### src/rtl/ecc_fix_pkg.sv
package ecc_fix_pkg;
  localparam int BYTE_W     = 8;
  localparam int NBYTES     = 3;
  localparam int SYN_W      = BYTE_W * NBYTES;
  localparam int BYTE_IDX_W = 9;
  localparam int BIT_IDX_W  = 3;

  typedef enum logic [1:0] {
    ST_CLEAN = 2'd0,
    ST_DATA  = 2'd1,
    ST_FIELD = 2'd2,
    ST_BAD   = 2'd3
  } fix_status_e;

  // every odd/even bit pair of a syndrome byte holds opposite values
  function automatic logic pairs_split(input logic [BYTE_W-1:0] d);
    logic [BYTE_W-1:0] x;
    x = d ^ (d >> 1);
    return (x & 8'h55) == 8'h55;
  endfunction

  function automatic logic [BYTE_IDX_W-1:0] pick_byte_idx(input logic [SYN_W-1:0] s);
    return {s[17], s[15], s[13], s[11], s[9], s[7], s[5], s[3], s[1]};
  endfunction

  function automatic logic [BIT_IDX_W-1:0] pick_bit_idx(input logic [SYN_W-1:0] s);
    return {s[23], s[21], s[19]};
  endfunction
endpackage

### src/rtl/ecc_syndrome.sv
module ecc_syndrome
  import ecc_fix_pkg::*;
(
  input  logic             clk,
  input  logic             rst_n,
  input  logic [SYN_W-1:0] stored_code,
  input  logic [SYN_W-1:0] calc_code,
  input  logic             ignore_unset,
  output logic [SYN_W-1:0] syn,
  output logic             is_zero,
  output logic             is_unset,
  output logic             is_split,
  output logic             is_single
);
  logic [NBYTES-1:0] byte_split;

  assign syn = stored_code ^ calc_code;

  for (genvar g = 0; g < NBYTES; g++) begin : g_byte
    assign byte_split[g] = pairs_split(syn[g*BYTE_W +: BYTE_W]);
  end

  assign is_zero   = (syn == '0);
  assign is_unset  = ignore_unset && (stored_code == {SYN_W{1'b1}});
  assign is_split  = &byte_split;
  assign is_single = !is_zero && ((syn & (syn - 1'b1)) == '0);

  // a splitting syndrome always carries one set bit per pair
  assert_split_weight_R3: assert property (@(posedge clk) disable iff (!rst_n)
    is_split |-> ($countones(syn) == SYN_W/2));
endmodule

### src/rtl/ecc_classify.sv
module ecc_classify
  import ecc_fix_pkg::*;
(
  input  logic        is_zero,
  input  logic        is_unset,
  input  logic        is_split,
  input  logic        is_single,
  output fix_status_e verdict
);
  always_comb begin
    if (is_zero || is_unset)   verdict = ST_CLEAN;
    else if (is_split)         verdict = ST_DATA;
    else if (is_single)        verdict = ST_FIELD;
    else                       verdict = ST_BAD;
  end
endmodule

### src/rtl/ecc_locator.sv
module ecc_locator
  import ecc_fix_pkg::*;
(
  input  logic [SYN_W-1:0]      syn,
  input  fix_status_e           verdict,
  output logic [BYTE_IDX_W-1:0] byte_loc,
  output logic [BIT_IDX_W-1:0]  bit_loc
);
  logic use_loc;
  assign use_loc  = (verdict == ST_DATA);
  assign byte_loc = use_loc ? pick_byte_idx(syn) : '0;
  assign bit_loc  = use_loc ? pick_bit_idx(syn)  : '0;
endmodule

### src/rtl/ecc_fix_top.sv
module ecc_fix_top
  import ecc_fix_pkg::*;
(
  input  logic                  clk,
  input  logic                  rst_n,
  input  logic                  in_valid,
  input  logic [SYN_W-1:0]      stored_code,
  input  logic [SYN_W-1:0]      calc_code,
  input  logic                  ignore_unset,
  output logic                  done,
  output logic [1:0]            status,
  output logic [BYTE_IDX_W-1:0] byte_idx,
  output logic [BIT_IDX_W-1:0]  bit_idx
);
  logic [SYN_W-1:0]      syn;
  logic                  is_zero, is_unset, is_split, is_single;
  fix_status_e           verdict;
  logic [BYTE_IDX_W-1:0] byte_loc;
  logic [BIT_IDX_W-1:0]  bit_loc;

  ecc_syndrome u_syn (
    .clk(clk), .rst_n(rst_n),
    .stored_code(stored_code), .calc_code(calc_code), .ignore_unset(ignore_unset),
    .syn(syn), .is_zero(is_zero), .is_unset(is_unset),
    .is_split(is_split), .is_single(is_single)
  );

  ecc_classify u_cls (
    .is_zero(is_zero), .is_unset(is_unset), .is_split(is_split),
    .is_single(is_single), .verdict(verdict)
  );

  ecc_locator u_loc (
    .syn(syn), .verdict(verdict), .byte_loc(byte_loc), .bit_loc(bit_loc)
  );

  always_ff @(posedge clk or negedge rst_n) begin
    if (!rst_n) begin
      done     <= 1'b0;
      status   <= 2'd0;
      byte_idx <= '0;
      bit_idx  <= '0;
    end else begin
      done <= in_valid;
      if (in_valid) begin
        status   <= verdict;
        byte_idx <= byte_loc;
        bit_idx  <= bit_loc;
      end
    end
  end

  assert_done_follows_R9: assert property (@(posedge clk) disable iff (!rst_n)
    in_valid |=> done);
  assert_done_pulse_R9: assert property (@(posedge clk) disable iff (!rst_n)
    !in_valid |=> !done);
  assert_hold_R9: assert property (@(posedge clk) disable iff (!rst_n)
    !in_valid |=> ($stable(status) && $stable(byte_idx) && $stable(bit_idx)));
  assert_idx_zero_R8: assert property (@(posedge clk) disable iff (!rst_n)
    (status != ST_DATA) |-> (byte_idx == '0 && bit_idx == '0));
  assert_clean_R1: assert property (@(posedge clk) disable iff (!rst_n)
    (in_valid && stored_code == calc_code) |=> (status == ST_CLEAN));
  assert_unset_R2: assert property (@(posedge clk) disable iff (!rst_n)
    (in_valid && ignore_unset && stored_code == {SYN_W{1'b1}}) |=> (status == ST_CLEAN));
endmodule

### config.mk
export PLATFORM = sky130hd
export DESIGN_NAME = ecc_fix_top
export DESIGN_NICKNAME = d
export VERILOG_FILES = /design/src/rtl/ecc_fix_pkg.sv /design/src/rtl/ecc_syndrome.sv /design/src/rtl/ecc_classify.sv /design/src/rtl/ecc_locator.sv /design/src/rtl/ecc_fix_top.sv
export SDC_FILE = /design/constraint.sdc
export NUM_CORES = 1
export LEC_CHECK = 0
export ABC_AREA = 1
export BUFFER_PORTS_ARGS = -buffer_cell sky130_fd_sc_hd__buf_2
export CAP_MARGIN = 20
export CORE_UTILIZATION = 40
export CTS_CLUSTER_SIZE = 30
export DETAILED_ROUTE_END_ITERATION = 10
export PLACE_DENSITY = 0.76
export REMOVE_ABC_BUFFERS = 1
export SLEW_MARGIN = 5
export SYNTH_ARGS = -nofsm -noshare
export SYNTH_HDL_FRONTEND = slang
export SYNTH_SLANG_ARGS = --single-unit
### constraint.sdc
create_clock -name clk -period 0.86 [get_ports clk]
set_clock_uncertainty 0.05 [all_clocks]
set_input_delay 0.043 -clock clk [delete_from_list [all_inputs] [get_ports clk]]
set_output_delay 0.043 -clock clk [all_outputs]
set_load 0.05 [all_outputs]
==> out/results.tsv <==
metric	value	unit
critPathSlowestCell	ha_4	
finalNetCount	596	
pre_cts_ws	-1.06	ns
ctsRootBufferMaster	clkbuf_8	
p_leak	2.04	nW
synth_xor_area_frac	0.00404	
die_w	75.6	um
end_kind	flip-flop	
p_clk_frac	0.186	
finalMaxSlewViolations	0	
synth.yosys.seq_area_share	0.173	
globalRouteOverflowTotal	0	
cts_buffer_depth	2	
worst_slack	-0.620	ns
first_global_vias	2555	
p_sw	1.17	mW
drc_errors	0	
critPathLaunchType	primary input	
hold_class	primary input to async pin	
max_freq	676	MHz
numPortBuffers	66	
rows	26	
via_per_inst	4.75	
synth_fa_ha_area_frac	0.0867	
combPwrFrac	0.579	
cp_data_arrival_time	1.58	ns
ir_drop	590	uV
setup_viol	29	
yosysUniqueCellTypes	25	
dr.pass1.iters	4	
grt_pass1_wl	10500	um
numCtsBuffers	3	
swShare	0.381	
violations	negative setup slack	
design.core.area	5170	sq um
relSlewSlack	0.743	
worst_pin_slew	0.382	ns
max_stage_delay	0.23	ns
synth_area	2170	sq um
start_util	0.419	
cap_violations	0	
worst_path_most_repeated_cell	nand2_1	
gp_congestion	0.938	
grt_setup_unrepaired	true	
whs	0.171	ns
synthMuxAreaShare	0	
yosys.area.top_type	nand2_1	
ys_seq_elements	15	
area_delta_synth_final	74.0	%
drtIter0Drc	103	
power_density	813	nW/um^2
crit_chain	buf_8 -> inv_2 -> nand2_2 -> nand2_2 -> inv_2 -> ha_4 -> nand2_2 -> nor2_2 -> nand3_1 -> nand2_1 -> nor2_1 -> nand2_1 -> nor2_2 -> nand2_1 -> nor2_1 -> nand2_1 -> nor2_1 -> nand2_1 -> nand2_1 -> nand2_1	
post_synth_and_or_nand_nor_area_fraction	0.530	
yosys.area.top_type_share	0.265	
p_seq_frac	0.235	
yosys-top-cells-area	nand2_1 (27%), dfrtp_1 (17%), inv_1 (11%)	
synth_top_family_by_area	simple AND/OR/NAND/NOR gates	
clk_latency	0.25	ns
critPathMaxFanout	2	
grt_start_max_net_pins	16	
final_util	0.729	
diodes	0	
outcome	finished, violations left	
wl	7470	um
grt_usage	0.240	
syn-instance-count	380	
cts.sinks	15	
wl_per_cell	12.5	um
num_io_pins	67	
die_h	75.6	um
hpwl	5460	um
antenna_found_initial	0	
path_class	primary input to flip-flop	
ys_warn_count	0	
synth_compound_area_frac	0.0664	
path_clk_slew	0.06	ns
min_period_over_period	1.72	
drive_gt1_frac	0.532	
syn_area_per_cell	5.70	sq um
htreeDepth	1	
vias	2843	
ant_nets	0	
period_needed	1.48	ns
cts_tree	yes	
cp.required	0.96	ns
hold_viol_final	0	
power.internal	1.90	mW
setup-tns-final	-7.04	ns
dieArea	5710	sq um
==> kinds of logic (layout without fill, tap and decap cells) <==
family,count (synthesis),in the layout
buf+inv,77,224
fa+ha+maj,15,15
simple gates,253,254
flops,15,15
compound gates,19,19
xor+xnor,1,1
==> worst paths after layout <==
path	startpoint	end	slack (ns)	cells past startpoint
worst min-delay path	rst_n	byte_idx[6]	0.17	2
min in group clk	in_valid	status[0]	0.22	5
worst max register to register	byte_idx[5]	byte_idx[5]	-0.01	2
worst max-delay path	calc_code[14]	status[0]	-0.62	20
max in group asynchronous	rst_n	byte_idx[3]	0.34	2
worst min register to register	byte_idx[2]	byte_idx[2]	0.48	1
==> synthesized netlist by cell type <==
cell type      instances
a21oi_1                4
a22o_1                13
and2_1                 1
and3_1                 1
buf_6                  1
dfrtp_1               15
dlygate4sd1_1          1
ha_1                  15
inv_1                 65
inv_2                 10
nand2_1              153
nand2_2               23
nand3_1               15
nand3_2                1
nand3_4                1
nand3b_1               3
nand4_1               10
nor2_1                29
nor2_2                 7
nor2_4                 4
nor3_1                 2
nor3_2                 1
nor4_1                 2
o21ai_0                2
xnor2_1                1
==> layout make-up <==
class,instances,area [sq um]
multi-input combinational,289,1830
fill,410,1400
timing repair buffer,145,1140
sequential,15,375
inverter,75,289
tap,70,87.6
clock buffer,3,41.3
clock inverter,1,5.00
==> worst max-delay path: cells and delay by family <==
| family | cells | cell delay (ns) |
|---|---|---|
| simple gates | 16 | 1.11 |
| buf+inv | 3 | 0.20 |
| fa+ha+maj | 1 | 0.23 |
==> sequential cells by signal (all words and copies together), names as in the netlist <==
signal / cells
byte_idx: 9
bit_idx: 3
status: 2
done: 1
==> cell usage in the layout, fill, tap and decap left out, drive strengths merged <==
cell type and instances:
xnor2 1, clkinv 2, nand2 176, nor3 3, clkbuf 3, o21ai 2
a22o 13, nand3 17, nand4 10, a21oi 4, dlygate4sd3 2, nand3b 3
dfrtp 15, and2 1, nor2 41, buf 143, and3 1, nor4 2
ha 15, inv 74
==> timing repair <==
action,in CTS,in global routing
pin swaps,31,43
hold buffers,2,0
resized for setup,60,97
endpoints found under the setup margin,29,29
setup buffers,9,10
endpoints found under the hold margin,16,0
gates cloned,0,1
==> per-layer routing <==
layer  share of wire  track usage  vias to the layer above  wire, um
met5               0            0                        -         0
met4           0.017       0.0864                        0       129
met3           0.044       0.0212                       14       327
met2            0.52        0.452                       84      3920
met1            0.41        0.281                     1285      3090
li1                -            -                     1460         -
==> stage by stage <==
| stage | cell area (sq um) | instances | total power, mW |
|---|---|---|---|
| 3_3_place_gp | 3020 | 575 | 2.02 |
| 5_1_grt | 3770 | 598 | 3.26 |
| 3_5_place_dp | 3020 | 575 | 2.04 |
| 2_1_floorplan | 2150 | 378 | 1.40 |
| 6_report | 3770 | 598 | 3.06 |
| 4_1_cts | 3380 | 590 | 2.76 |
==> power groups by stage <==
stage / Clock (mW) / Combinational [mW] / Sequential [mW]
after global routing: 0.605 / 1.93 / 0.722
after global placement: 0 / 1.28 / 0.732
after floorplan: 0 / 0.632 / 0.764
after CTS: 0.564 / 1.47 / 0.721
after detailed placement: 0 / 1.31 / 0.732
final: 0.569 / 1.77 / 0.721
Power figures use the tool's default switching activity.
